--- src/rtl/scap_pkg.sv ---
package scap_pkg;
  localparam int OBJ_W = 32;
  localparam int BYTES_PER_OBJ = OBJ_W / 8;
  localparam int TYPE_HI = 31;
  localparam int TYPE_LO = 30;
  localparam int DRP_BIT = 29;
  localparam int DRD_BIT = 25;

  typedef enum logic [1:0] {
    SUP_FIXED = 2'b00,
    SUP_VAR   = 2'b01,
    SUP_BATT  = 2'b10,
    SUP_OTHER = 2'b11
  } sup_e;

  typedef logic [OBJ_W-1:0] obj_t;
endpackage

--- src/rtl/scap_table.sv ---
module scap_table
  import scap_pkg::*;
#(
  parameter int NUM_OBJ = 7,
  parameter int CNT_W   = 3,
  parameter int SEL_W   = 3
) (
  input  logic             clk,
  input  logic             rst_n,
  input  logic             we,
  input  logic [SEL_W-1:0] sel,
  input  obj_t             wdata,
  output logic [CNT_W-1:0] hdr_cnt,
  output obj_t             objs [NUM_OBJ]
);
  logic [CNT_W-1:0] cnt_q;

  always_ff @(posedge clk or negedge rst_n) begin
    if (!rst_n) cnt_q <= '0;
    else if (we && sel == '0) cnt_q <= wdata[CNT_W-1:0];
  end

  for (genvar i = 0; i < NUM_OBJ; i++) begin : g_slot
    obj_t slot_q;
    logic slot_en;
    assign slot_en = we && (sel == SEL_W'(i + 1));
    always_ff @(posedge clk or negedge rst_n) begin
      if (!rst_n) slot_q <= '0;
      else if (slot_en) slot_q <= wdata;
    end
    assign objs[i] = slot_q;
  end

  assign hdr_cnt = cnt_q;
endmodule

--- src/rtl/scap_edit.sv ---
module scap_edit
  import scap_pkg::*;
#(
  parameter int NUM_OBJ = 7,
  parameter int ILIM_W  = 10,
  parameter int SWAP_N  = 4
) (
  input  obj_t              objs_in [NUM_OBJ],
  input  logic [SWAP_N-1:0] pr_en,
  input  logic [SWAP_N-1:0] dr_en,
  input  logic [ILIM_W-1:0] ilim,
  output obj_t              objs_out [NUM_OBJ]
);
  logic drp, drd;
  assign drp = |pr_en;
  assign drd = |dr_en;

  for (genvar i = 0; i < NUM_OBJ; i++) begin : g_obj
    logic [ILIM_W-1:0] cur, cur_lim;
    assign cur     = objs_in[i][ILIM_W-1:0];
    assign cur_lim = (cur > ilim) ? ilim : cur;

    if (i == 0) begin : g_first
      always_comb begin
        objs_out[i] = objs_in[i];
        objs_out[i][TYPE_HI:TYPE_LO] = SUP_FIXED;
        objs_out[i][DRP_BIT] = drp;
        objs_out[i][DRD_BIT] = drd;
        objs_out[i][ILIM_W-1:0] = cur_lim;
      end
    end else begin : g_rest
      sup_e kind;
      assign kind = sup_e'(objs_in[i][TYPE_HI:TYPE_LO]);
      always_comb begin
        objs_out[i] = objs_in[i];
        if (kind == SUP_FIXED || kind == SUP_VAR)
          objs_out[i][ILIM_W-1:0] = cur_lim;
      end
    end
  end
endmodule

--- src/rtl/scap_stream.sv ---
module scap_stream
  import scap_pkg::*;
#(
  parameter int NUM_OBJ = 7,
  parameter int CNT_W   = 3
) (
  input  logic             clk,
  input  logic             rst_n,
  input  logic             load,
  input  logic [CNT_W-1:0] hdr_cnt,
  input  obj_t             objs [NUM_OBJ],
  input  logic             tx_ready,
  output logic             tx_valid,
  output logic [7:0]       tx_data,
  output logic             busy,
  output logic             done
);
  localparam int BI_W = $clog2(BYTES_PER_OBJ);
  localparam logic [CNT_W-1:0] MAX_CNT = CNT_W'(NUM_OBJ);
  localparam logic [BI_W-1:0] LAST_B = BI_W'(BYTES_PER_OBJ - 1);

  logic             busy_q, busy_d, done_q, done_d;
  logic [CNT_W-1:0] num_q, num_d, oidx_q, oidx_d;
  logic [BI_W-1:0]  bidx_q, bidx_d;
  obj_t             lat_q [NUM_OBJ];
  obj_t             cur_word;
  logic [CNT_W-1:0] cnt_sat;
  logic             accept, fire, last;

  always_comb begin
    cnt_sat = (hdr_cnt > MAX_CNT) ? MAX_CNT : hdr_cnt;
    accept  = load && !busy_q;
    fire    = busy_q && tx_ready;
    last    = (oidx_q + 1'b1 == num_q) && (bidx_q == LAST_B);
    busy_d  = busy_q;
    done_d  = 1'b0;
    num_d   = num_q;
    oidx_d  = oidx_q;
    bidx_d  = bidx_q;
    if (accept) begin
      busy_d = (cnt_sat != '0);
      done_d = (cnt_sat == '0);
      num_d  = cnt_sat;
      oidx_d = '0;
      bidx_d = '0;
    end else if (fire) begin
      bidx_d = bidx_q + 1'b1;
      if (bidx_q == LAST_B) oidx_d = oidx_q + 1'b1;
      if (last) begin
        busy_d = 1'b0;
        done_d = 1'b1;
      end
    end
  end

  always_ff @(posedge clk or negedge rst_n) begin
    if (!rst_n) begin
      busy_q <= 1'b0;
      done_q <= 1'b0;
      num_q  <= '0;
      oidx_q <= '0;
      bidx_q <= '0;
    end else begin
      busy_q <= busy_d;
      done_q <= done_d;
      num_q  <= num_d;
      oidx_q <= oidx_d;
      bidx_q <= bidx_d;
    end
  end

  for (genvar i = 0; i < NUM_OBJ; i++) begin : g_lat
    always_ff @(posedge clk or negedge rst_n) begin
      if (!rst_n) lat_q[i] <= '0;
      else if (accept) lat_q[i] <= objs[i];
    end
  end

  always_comb begin
    cur_word = '0;
    for (int k = 0; k < NUM_OBJ; k++)
      if (oidx_q == CNT_W'(k)) cur_word = lat_q[k];
  end

  assign tx_data  = cur_word[{bidx_q, 3'b000} +: 8];
  assign tx_valid = busy_q;
  assign busy     = busy_q;
  assign done     = done_q;
endmodule

--- src/rtl/scap_assembler.sv ---
module scap_assembler
  import scap_pkg::*;
#(
  parameter int NUM_OBJ = 7,
  parameter int CNT_W   = 3,
  parameter int ILIM_W  = 10,
  parameter int SWAP_N  = 4,
  localparam int SEL_W  = $clog2(NUM_OBJ + 1)
) (
  input  logic              clk,
  input  logic              rst_n,
  input  logic              tbl_we,
  input  logic [SEL_W-1:0]  tbl_sel,
  input  logic [31:0]       tbl_wdata,
  input  logic [SWAP_N-1:0] pr_swap_en,
  input  logic [SWAP_N-1:0] dr_swap_en,
  input  logic [ILIM_W-1:0] cable_ilim,
  input  logic              reload,
  input  logic              tx_ready,
  output logic              tx_valid,
  output logic [7:0]        tx_data,
  output logic              busy,
  output logic              done
);
  logic [CNT_W-1:0] hdr_cnt;
  obj_t             raw_objs [NUM_OBJ];
  obj_t             ed_objs  [NUM_OBJ];

  scap_table #(.NUM_OBJ(NUM_OBJ), .CNT_W(CNT_W), .SEL_W(SEL_W)) u_table (
    .clk     (clk),
    .rst_n   (rst_n),
    .we      (tbl_we),
    .sel     (tbl_sel),
    .wdata   (tbl_wdata),
    .hdr_cnt (hdr_cnt),
    .objs    (raw_objs)
  );

  scap_edit #(.NUM_OBJ(NUM_OBJ), .ILIM_W(ILIM_W), .SWAP_N(SWAP_N)) u_edit (
    .objs_in  (raw_objs),
    .pr_en    (pr_swap_en),
    .dr_en    (dr_swap_en),
    .ilim     (cable_ilim),
    .objs_out (ed_objs)
  );

  scap_stream #(.NUM_OBJ(NUM_OBJ), .CNT_W(CNT_W)) u_stream (
    .clk      (clk),
    .rst_n    (rst_n),
    .load     (reload),
    .hdr_cnt  (hdr_cnt),
    .objs     (ed_objs),
    .tx_ready (tx_ready),
    .tx_valid (tx_valid),
    .tx_data  (tx_data),
    .busy     (busy),
    .done     (done)
  );
endmodule

--- config.mk ---
export PLATFORM = sky130hd
export DESIGN_NAME = scap_assembler
export DESIGN_NICKNAME = d
export VERILOG_FILES = /design/src/rtl/scap_pkg.sv /design/src/rtl/scap_table.sv /design/src/rtl/scap_edit.sv /design/src/rtl/scap_stream.sv /design/src/rtl/scap_assembler.sv
export SDC_FILE = /design/constraint.sdc
export NUM_CORES = 1
export LEC_CHECK = 0
export BUFFER_PORTS_ARGS = -buffer_cell sky130_fd_sc_hd__buf_2
export CORE_UTILIZATION = 25
export DETAILED_ROUTE_END_ITERATION = 10
export PLACE_DENSITY = 0.51
export SYNTH_ARGS = -nofsm -noshare
export SYNTH_HDL_FRONTEND = slang
export SYNTH_SLANG_ARGS = --single-unit
--- constraint.sdc ---
create_clock -name clk -period 2.55 [get_ports clk]
set_input_delay 0.51 -clock clk [delete_from_list [all_inputs] [get_ports clk]]
set_output_delay 0.51 -clock clk [all_outputs]
set_load 0.005 [all_outputs]
==> impl_table.tex, run 1 <==
\begin{tabular}{lr}
\hline
Metric & Value \\
\hline
\multicolumn{2}{l}{\textbf{Global routing}} \\
\quad Number of antenna violations at the first check in global routing & 3 \\
\quad Maximum number of pins on one net before global-route repair & 101 \\
\quad Via count of the first global-routing pass & 17200 \\
\quad Aggregate global routing overflow & 0 \\
\quad Combined global-route utilization of all metal layers & 0.171 \\
\quad Wire length of the first global-routing pass & 112000 um \\
\multicolumn{2}{l}{\textbf{Clocking}} \\
\quad Clock buffer depth & 3 \\
\quad Max H-tree Level & 2 \\
\quad Total CTS buffers & 48 \\
\quad Library cell used as clock root buffer & sky130\_fd\_sc\_hd\_\_clkbuf\_16 \\
\quad TritonCTS clock tree & yes \\
\quad CTS clk-pin slew, worst paths & 60 ps \\
\quad Number of sinks handled by clock tree synthesis & 455 \\
\quad Clock insertion delay at the later pin of the skew report & 620 ps \\
\multicolumn{2}{l}{\textbf{Route}} \\
\quad Number of DRC violations after detailed routing & 0 \\
\quad Total iterations of the first detailed-routing run & 5 \\
\quad Avg WL per Cell & 21.4 um \\
\quad Remaining number of nets flagged by the antenna check after routing & 0 \\
\quad Routed via count divided by cell count & 4.89 \\
\quad Wire length reported by the detailed router & 74000 um \\
\quad Total number of vias & 16900 \\
\quad Violation count after the first detailed-routing iteration & 1375 \\
\multicolumn{2}{l}{\textbf{Pwr}} \\
\quad Sequential power share & 0.396 \\
\quad Logic pwr share & 0.370 \\
\quad Leakage power & 0.0124 uW \\
\quad Worst VDD drop & 0.513 mV \\
\quad Net switching power & 11300 uW \\
\quad Switching part of the total & 0.372 \\
\quad Clk pwr share & 0.234 \\
\quad Internal power summed over all cells & 19100 uW \\
\quad Power density over cell area & 1130 nW/um2 \\
\quad Total power after layout & 30400 uW \\
\multicolumn{2}{l}{\textbf{Timing}} \\
\quad Layout Skew & 41.5 ps \\
\quad Slew at the pin closest to its max-slew limit & 603 ps \\
\quad Final Critical Period & 3470 ps \\
\quad Unrepaired setup endpoints after global routing & true \\
\quad Ratio of final minimum period to clock period & 1.36 \\
\quad Final Setup Violations & 8 \\
\quad Slew margin rel. & 0.598 \\
\quad Fmax & 288 MHz \\
\quad Final hold violation count & 0 \\
\quad Max-slew violation count & 0 \\
\quad Final Worst Setup Slack & -919 ps \\
\multicolumn{2}{l}{\textbf{Yosys}} \\
\quad Post-synth net total & 2201 \\
\quad Yosys cell types & 60 \\
\quad Syn Std Cell Area & 21500 um2 \\
\quad FFs w/ async S/R, synth & 1.00 \\
\quad Count of state elements after synthesis & 455 \\
\quad Part of the Yosys area used for sequential elements & 0.530 \\
\quad EDFF count, synth & 0 \\
\quad Ys flop type & sky130\_fd\_sc\_hd\_\_dfrtp\_1 \\
\quad Number of warnings reported in the yosys synthesis log & 0 \\
\quad Cell count after synthesis & 2067 \\
\quad Post-Synthesis Mean Instance Area & 10.4 um2 \\
\multicolumn{2}{l}{\textbf{Layout}} \\
\quad Fraction of layout instances using a drive strength above 1 & 0.295 \\
\quad Antenna Cells & 0 \\
\quad Non-filler instance count after layout & 3461 \\
\quad Total of fill cells in the finished design & 8749 \\
\quad Area delta synth->final & 25.6\% \\
\quad Net total in the final layout & 2416 \\
\multicolumn{2}{l}{\textbf{Setup path}} \\
\quad Startpoint Class & flop \\
\quad Cell type group with the largest total delay on the critical path & compound AO/OA/AOI/OAI gates \\
\quad Data arrival, critical path & 2960 ps \\
\quad Buffers \& Inverters on Critical Path & 4 \\
\quad Library cell contributing the largest single delay on the critical path & sky130\_fd\_sc\_hd\_\_dfrtp\_1 \\
\quad CP most frequent cell & sky130\_fd\_sc\_hd\_\_buf\_4 \\
\quad Reg-to-reg setup timing slack & 110 ps \\
\quad Category of the worst setup path capture point & output port \\
\quad Required time of the worst setup path & 2040 ps \\
\quad Worst path max stage delay & 410 ps \\
\quad Worst R2R Path Depth & 9 \\
\quad Cells along the critical path & inv\_2 -> ha\_4 -> and2b\_4 -> buf\_4 -> a221oi\_1 -> o21ai\_1 -> a311oi\_2 -> buf\_4 -> a211oi\_4 -> buf\_2 \\
\quad Critical setup path kind & reg2out \\
\quad Endpoint of the most critical register-to-register path & u\_stream.lat\_q[98] \\
\quad Origin of the critical flop-to-flop path & u\_table.g\_slot[3].slot\_q[7] \\
\quad Crit-path max FO & 6 \\
\multicolumn{2}{l}{\textbf{Place}} \\
\quad Final Wtd Congestion & 0.901 \\
\quad Count of buffers from port buffering & 68 \\
\quad DPL Wire Length & 50000 um \\
\quad Inst Count DP & 3352 \\
\multicolumn{2}{l}{\textbf{Job}} \\
\quad Max-cap violation count & 0 \\
\multicolumn{2}{l}{\textbf{Status}} \\
\quad Violated checks & setup timing \\
\quad Result of the run & finished, violations left \\
\multicolumn{2}{l}{\textbf{Floorplan}} \\
\quad Number of core rows & 107 \\
\quad Num ports & 69 \\
\quad Die Span X & 295 um \\
\quad Height of the die & 295 um \\
\quad Floorplan die area & 87200 um2 \\
\quad Core area & 85100 um2 \\
\quad Starting density of the core & 0.252 \\
\multicolumn{2}{l}{\textbf{Min path}} \\
\quad Hold endpoint & u\_table.g\_slot[6].slot\_q[25] \\
\quad Hold path startpoint & tbl\_wdata[25] \\
\quad Type of the worst min-delay path & in2reg \\
\quad Instance count along the most critical hold path & 2 \\
\hline
\end{tabular}
[power by group through the flow]
stage               combinational [uW]  sequential, uW  clock [uW]
detailed placement                9740           12000           0
global placement                  9540           12000           0
floorplan                         5870           11000           0
CTS                              10900           12000        7300
global route                     12200           12300        7580
finish                           11200           12000        7130
[cells by family (layout without fill, tap and decap cells)]
| logic type | count (synthesis) | count (layout) | share of synthesized area |
|---|---|---|---|
| AOI/OAI and AO/OA | 399 | 399 | 0.120 |
| xor gates and xnor gates | 3 | 3 | 0.00122 |
| adders and majority gates | 76 | 76 | 0.0442 |
| buffers and inverters | 164 | 414 | 0.0357 |
| DFF | 455 | 455 | 0.530 |
| muxes | 260 | 260 | 0.134 |
| and+or+nand+nor | 710 | 710 | 0.135 |
[layout by cell type (no fill, tap or decap), drive strengths merged, types with 12 or more instances in the layout]
master	synthesis	final
clkinv	2	13
nand4	13	13
buf	86	293
ha	76	76
a221oi	26	26
mux2i	40	40
nand2	557	557
o21ai	118	118
o211ai	19	19
clkbuf	43	65
a22oi	27	27
dfrtp	455	455
o22ai	23	23
inv	33	34
a31oi	40	40
mux2	220	220
nand2b	15	15
a21o	12	12
nor2	65	65
a21oi	70	70
[area by class of cell]
type / count / area, um2 / area share
Sequential cell: 455 / 11400 / 0.422
Inverter: 35 / 138 / 0.00510
Clock buffer: 65 / 1360 / 0.0502
Tap cell: 1144 / 1430 / 0.0530
Multi-Input combinational cell: 1448 / 9900 / 0.367
Timing Repair Buffer: 294 / 2550 / 0.0944
Clock inverter: 20 / 243 / 0.00899
[worst max path at each step]
stage                             from    endpoint  depth (start not counted)
floorplan           u_stream.oidx_q[0]  tx_data[1]                          9
global placement    u_stream.oidx_q[0]  tx_data[1]                         11
detailed placement  u_stream.oidx_q[0]  tx_data[1]                         11
CTS                 u_stream.oidx_q[1]  tx_data[3]                         10
global route        u_stream.oidx_q[1]  tx_data[6]                         11
finish              u_stream.oidx_q[1]  tx_data[2]                         10
[sequential cells by signal, summed over array words and instances, names as in the netlist]
| register | flops |
|---|---|
| u_stream.bidx_q | 2 |
| u_stream.busy | 1 |
| u_table.g_slot.slot_q | 220 |
| u_stream.oidx_q | 3 |
| u_table.hdr_cnt | 3 |
| u_stream.lat_q | 222 |
| u_stream.done | 1 |
| u_stream.num_q | 3 |
[cells in the mapped netlist (8+ instances only)]
cell type	count	area, um2
sky130_fd_sc_hd__a21o_1	12	90.1
sky130_fd_sc_hd__a21oi_1	70	350
sky130_fd_sc_hd__a221oi_1	25	219
sky130_fd_sc_hd__a22oi_1	27	203
sky130_fd_sc_hd__a31oi_1	40	250
sky130_fd_sc_hd__buf_1	10	37.5
sky130_fd_sc_hd__buf_2	61	305
sky130_fd_sc_hd__buf_4	10	75.1
sky130_fd_sc_hd__clkbuf_1	43	161
sky130_fd_sc_hd__dfrtp_1	455	11400
sky130_fd_sc_hd__ha_1	76	951
sky130_fd_sc_hd__inv_1	33	124
sky130_fd_sc_hd__mux2_2	220	2480
sky130_fd_sc_hd__mux2i_1	40	400
sky130_fd_sc_hd__nand2_1	557	2090
sky130_fd_sc_hd__nand2b_1	15	93.8
sky130_fd_sc_hd__nand3_1	10	50.1
sky130_fd_sc_hd__nand4_1	13	81.3
sky130_fd_sc_hd__nor2_1	65	244
sky130_fd_sc_hd__nor3_1	8	40.0
sky130_fd_sc_hd__o211ai_1	19	143
sky130_fd_sc_hd__o21ai_0	115	576
sky130_fd_sc_hd__o221a_2	10	113
sky130_fd_sc_hd__o22ai_1	23	144
sky130_fd_sc_hd__or3_1	9	56.3
[routing by layer]
metal / global-route usage / vias to the layer above / routed length (um)
met1: 0.227 / 8630 / 32600
met2: 0.283 / 464 / 35300
met3: 0.0235 / 129 / 3350
met4: 0.0648 / 4 / 2750
li1: - / 7697 / -
met5: 0 / - / 27
[through the flow]
stage,setup slack [ps],TNS [ps],hold WS [ps],utilization,instance area (um2)
3_5_place_dp,-852,-16170,447,0.288,24500
5_1_grt,-994,-7670,181,0.317,27000
3_3_place_gp,-853,-14040,440,0.288,24500
2_1_floorplan,73.1,0,214,-,21500
4_1_cts,-923,-7160,175,0.315,26800
6_report,-919,-6970,207,0.317,27000
[repair_timing]
item	4_1_cts	5_1_grt
setup endpoints to repair	8	9
hold buffers	1	0
pin swaps	37	20
resized for setup	113	39
hold endpoints to repair	32	0
gates cloned	2	0
buffers inserted	19	5
(Power assumes the default switching activity.)
==> run 2, diff against run 1 <==
--- a/config.mk
+++ b/config.mk
@@ -9,6 +9,7 @@
 export CORE_UTILIZATION = 25
 export DETAILED_ROUTE_END_ITERATION = 10
 export PLACE_DENSITY = 0.51
+export RECOVER_POWER = 25
 export SYNTH_ARGS = -nofsm -noshare
 export SYNTH_HDL_FRONTEND = slang
 export SYNTH_SLANG_ARGS = --single-unit
==> run 2 against run 1 <==
The run ends with capacitance limit, slew limit, setup timing left. First-iteration DRC count down 0.29%. Sequential cell count did not move. Global-route usage did not move. Critical path type unchanged. Die area stayed put. Critical path depth stayed put. Clock-buffer cell count is the same. Largest power group unchanged.
==> impl_table.tex, run 2 (synthesis gave the netlist of run 1 again) <==
\begin{tabular}{lr}
\hline
Metric & Value \\
\hline
\multicolumn{2}{l}{\textbf{Pwr}} \\
\quad Total power after layout & 30400 uW (about the same) \\
\quad Leakage power & 0.0123 uW (-0.43\%) \\
\quad Worst VDD drop & 0.515 mV (+0.44\%) \\
\quad Power density over cell area & 1130 nW/um2 (+0.50\%) \\
\multicolumn{2}{l}{\textbf{Global routing}} \\
\quad Combined global-route utilization of all metal layers & 0.171 (unchanged) \\
\quad Aggregate global routing overflow & 0 (unchanged) \\
\quad Number of antenna violations at the first check in global routing & 3 (unchanged) \\
\quad Maximum number of pins on one net before global-route repair & 101 (unchanged) \\
\quad Wire length of the first global-routing pass & 112000 um (unchanged) \\
\quad Via count of the first global-routing pass & 17200 (unchanged) \\
\multicolumn{2}{l}{\textbf{Setup path}} \\
\quad CP most frequent cell & sky130\_fd\_sc\_hd\_\_buf\_4 \\
\quad Data arrival, critical path & 3000 ps (+40 ps) \\
\quad Cells along the critical path & inv\_2 -> ha\_4 -> and2b\_4 -> buf\_4 -> a221oi\_1 -> o21ai\_1 -> a311oi\_2 -> buf\_4 -> a211oi\_4 -> buf\_2 \\
\quad Buffers \& Inverters on Critical Path & 4 (unchanged) \\
\quad Worst R2R Path Depth & 9 (unchanged) \\
\quad Category of the worst setup path capture point & output port \\
\quad Reg-to-reg setup timing slack & 100 ps (about the same) \\
\quad Library cell contributing the largest single delay on the critical path & sky130\_fd\_sc\_hd\_\_dfrtp\_1 \\
\quad Critical setup path kind & reg2out \\
\quad Required time of the worst setup path & 2040 ps (about the same) \\
\quad Crit-path max FO & 6 (unchanged) \\
\quad Worst path max stage delay & 410 ps (about the same) \\
\quad Startpoint Class & flop \\
\quad Endpoint of the most critical register-to-register path & u\_stream.lat\_q[98] \\
\quad Cell type group with the largest total delay on the critical path & compound AO/OA/AOI/OAI gates \\
\quad Origin of the critical flop-to-flop path & u\_table.g\_slot[3].slot\_q[7] \\
\multicolumn{2}{l}{\textbf{Place}} \\
\quad DPL Wire Length & 50000 um (unchanged) \\
\quad Final Wtd Congestion & 0.901 (unchanged) \\
\quad Count of buffers from port buffering & 68 (unchanged) \\
\quad Setup slack after placement & -852 ps (unchanged) \\
\multicolumn{2}{l}{\textbf{Min path}} \\
\quad Instance count along the most critical hold path & 2 (unchanged) \\
\quad Type of the worst min-delay path & in2reg \\
\quad Hold path startpoint & tbl\_wdata[25] \\
\quad Hold endpoint & u\_table.g\_slot[6].slot\_q[25] \\
\multicolumn{2}{l}{\textbf{Timing}} \\
\quad Final Critical Period & 3510 ps (+38.5 ps) \\
\quad Min Hold Slack & 207 ps (+0.126 ps) \\
\quad Unrepaired setup endpoints after global routing & true \\
\quad Max-slew violation count & 43 (+43) \\
\quad Final-layout setup total negative slack & -6990 ps (-12.5 ps) \\
\quad Slew margin rel. & -0.178 (-0.776) \\
\quad Layout Skew & 42.9 ps (+1.42 ps) \\
\quad Final Setup Violations & 8 (unchanged) \\
\quad Slew at the pin closest to its max-slew limit & 1770 ps (+1160 ps) \\
\quad Final hold violation count & 0 (unchanged) \\
\quad Final Worst Setup Slack & -957 ps (-38.5 ps) \\
\quad Fmax & 285 MHz (-1.1\%) \\
\quad Ratio of final minimum period to clock period & 1.38 (+0.0151) \\
\multicolumn{2}{l}{\textbf{Clocking}} \\
\quad Number of sinks handled by clock tree synthesis & 455 (unchanged) \\
\quad TritonCTS clock tree & yes \\
\quad CTS clk-pin slew, worst paths & 60 ps (about the same) \\
\quad Max H-tree Level & 2 (unchanged) \\
\quad Clock buffer depth & 3 (unchanged) \\
\quad Clock insertion delay at the later pin of the skew report & 620 ps (about the same) \\
\quad Total CTS buffers & 48 (unchanged) \\
\quad Library cell used as clock root buffer & sky130\_fd\_sc\_hd\_\_clkbuf\_16 \\
\multicolumn{2}{l}{\textbf{Layout}} \\
\quad Largest registers ranked by flip-flop count & u\_stream.lat\_q (222), u\_table.g\_slot.slot\_q (220) \\
\quad Flip-flop count of the largest register after layout & 222 (unchanged) \\
\quad Commonest non-fill, non-tap cells in the layout & sky130\_fd\_sc\_hd\_\_nand2\_1 (556), sky130\_fd\_sc\_hd\_\_dfrtp\_1 (454), sky130\_fd\_sc\_hd\_\_mux2\_2 (220) \\
\quad Total of fill cells in the finished design & 8765 (+0.18\%) \\
\quad Net total in the final layout & 2416 (unchanged) \\
\quad Fraction of layout instances using a drive strength above 1 & 0.294 (-0.000432) \\
\quad Most common cell after layout, fill and taps aside & sky130\_fd\_sc\_hd\_\_nand2\_1 \\
\quad Antenna Cells & 0 (unchanged) \\
\quad Area delta synth->final & 24.9\% \\
\quad Largest register by flop count & u\_stream.lat\_q \\
\multicolumn{2}{l}{\textbf{Job}} \\
\quad Max-cap violation count & 1 (+1) \\
\multicolumn{2}{l}{\textbf{Route}} \\
\quad Routed via count divided by cell count & 4.90 (+0.16\%) \\
\quad Total iterations of the first detailed-routing run & 5 (unchanged) \\
\quad Wire length reported by the detailed router & 74000 um (about the same) \\
\quad Number of DRC violations after detailed routing & 0 (unchanged) \\
\quad Remaining number of nets flagged by the antenna check after routing & 0 (unchanged) \\
\quad Total number of vias & 17000 (+0.16\%) \\
\quad Violation count after the first detailed-routing iteration & 1371 (-0.29\%) \\
\quad Avg WL per Cell & 21.4 um (about the same) \\
\multicolumn{2}{l}{\textbf{Floorplan}} \\
\quad Starting density of the core & 0.252 (unchanged) \\
\quad Die Span X & 295 um (unchanged) \\
\quad Core area & 85100 um2 (unchanged) \\
\quad Floorplan die area & 87200 um2 (unchanged) \\
\quad Number of core rows & 107 (unchanged) \\
\quad Num ports & 69 (unchanged) \\
\quad Height of the die & 295 um (unchanged) \\
\multicolumn{2}{l}{\textbf{Status}} \\
\quad Result of the run & finished, violations left \\
\quad Violated checks & capacitance limit, slew limit, setup timing \\
\hline
\end{tabular}
==> run 2: cell types whose count changed in the layout (fill, tap and decap cells not counted), sizes merged <==
cell    before  now
buf        293  282
clkbuf      65   76
==> run 2: timing repair <==
item | CTS | global route
endpoints found under the setup margin | 8 | 9
hold endpoints to repair | 32 | 0
resized for setup | 113 | 39
buffers inserted | 19 | 5
pin swaps | 37 | 20
gates cloned | 2 | 0
hold buffers | 1 | 0
==> run 2: area by class of cell <==
cell class / count / area, um2 / share of cell area
Sequential cell: 455 / 11400 / 0.424
Multi-Input combinational cell: 1448 / 9900 / 0.368
Timing Repair Buffer: 294 / 2410 / 0.0896
Tap cell: 1144 / 1430 / 0.0533
Clock buffer: 65 / 1360 / 0.0505
Clock inverter: 20 / 243 / 0.00904
Inverter: 35 / 138 / 0.00512
==> run 2: worst max path at each step <==
stage          slack (ps)  cells after the start    endpoint          startpoint
2_1_floorplan          70                      9  tx_data[1]  u_stream.oidx_q[0]
3_5_place_dp         -850                     11  tx_data[1]  u_stream.oidx_q[0]
4_1_cts              -920                     10  tx_data[3]  u_stream.oidx_q[1]
3_3_place_gp         -850                     11  tx_data[1]  u_stream.oidx_q[0]
5_1_grt              -990                     11  tx_data[6]  u_stream.oidx_q[1]
6_report             -960                     10  tx_data[2]  u_stream.oidx_q[1]
==> run 2: metal layers <==
metal,vias to the layer above,global-route usage,wire (um)
met5,-,0,27
met2,477,0.283,35200
met1,8656,0.227,32600
li1,7685,-,-
met4,4,0.0648,2740
met3,129,0.0235,3400
==> run 2: through the flow <==
stage | util | area, um2 | std cells
final | 0.315 | 26900 | 3461
after global routing | 0.315 | 26900 | 3461
after CTS | 0.315 | 26800 | 3456
after detailed placement | 0.288 | 24500 | 3352
after global placement | 0.288 | 24500 | 3352
after floorplan | - | 21500 | 2067
==> run 2: report_power, final <==
group	switching [uW]	total, uW	internal [uW]
Clock	3070	7140	4060
Combinational	6000	11200	5220
Sequential	2250	12100	9810
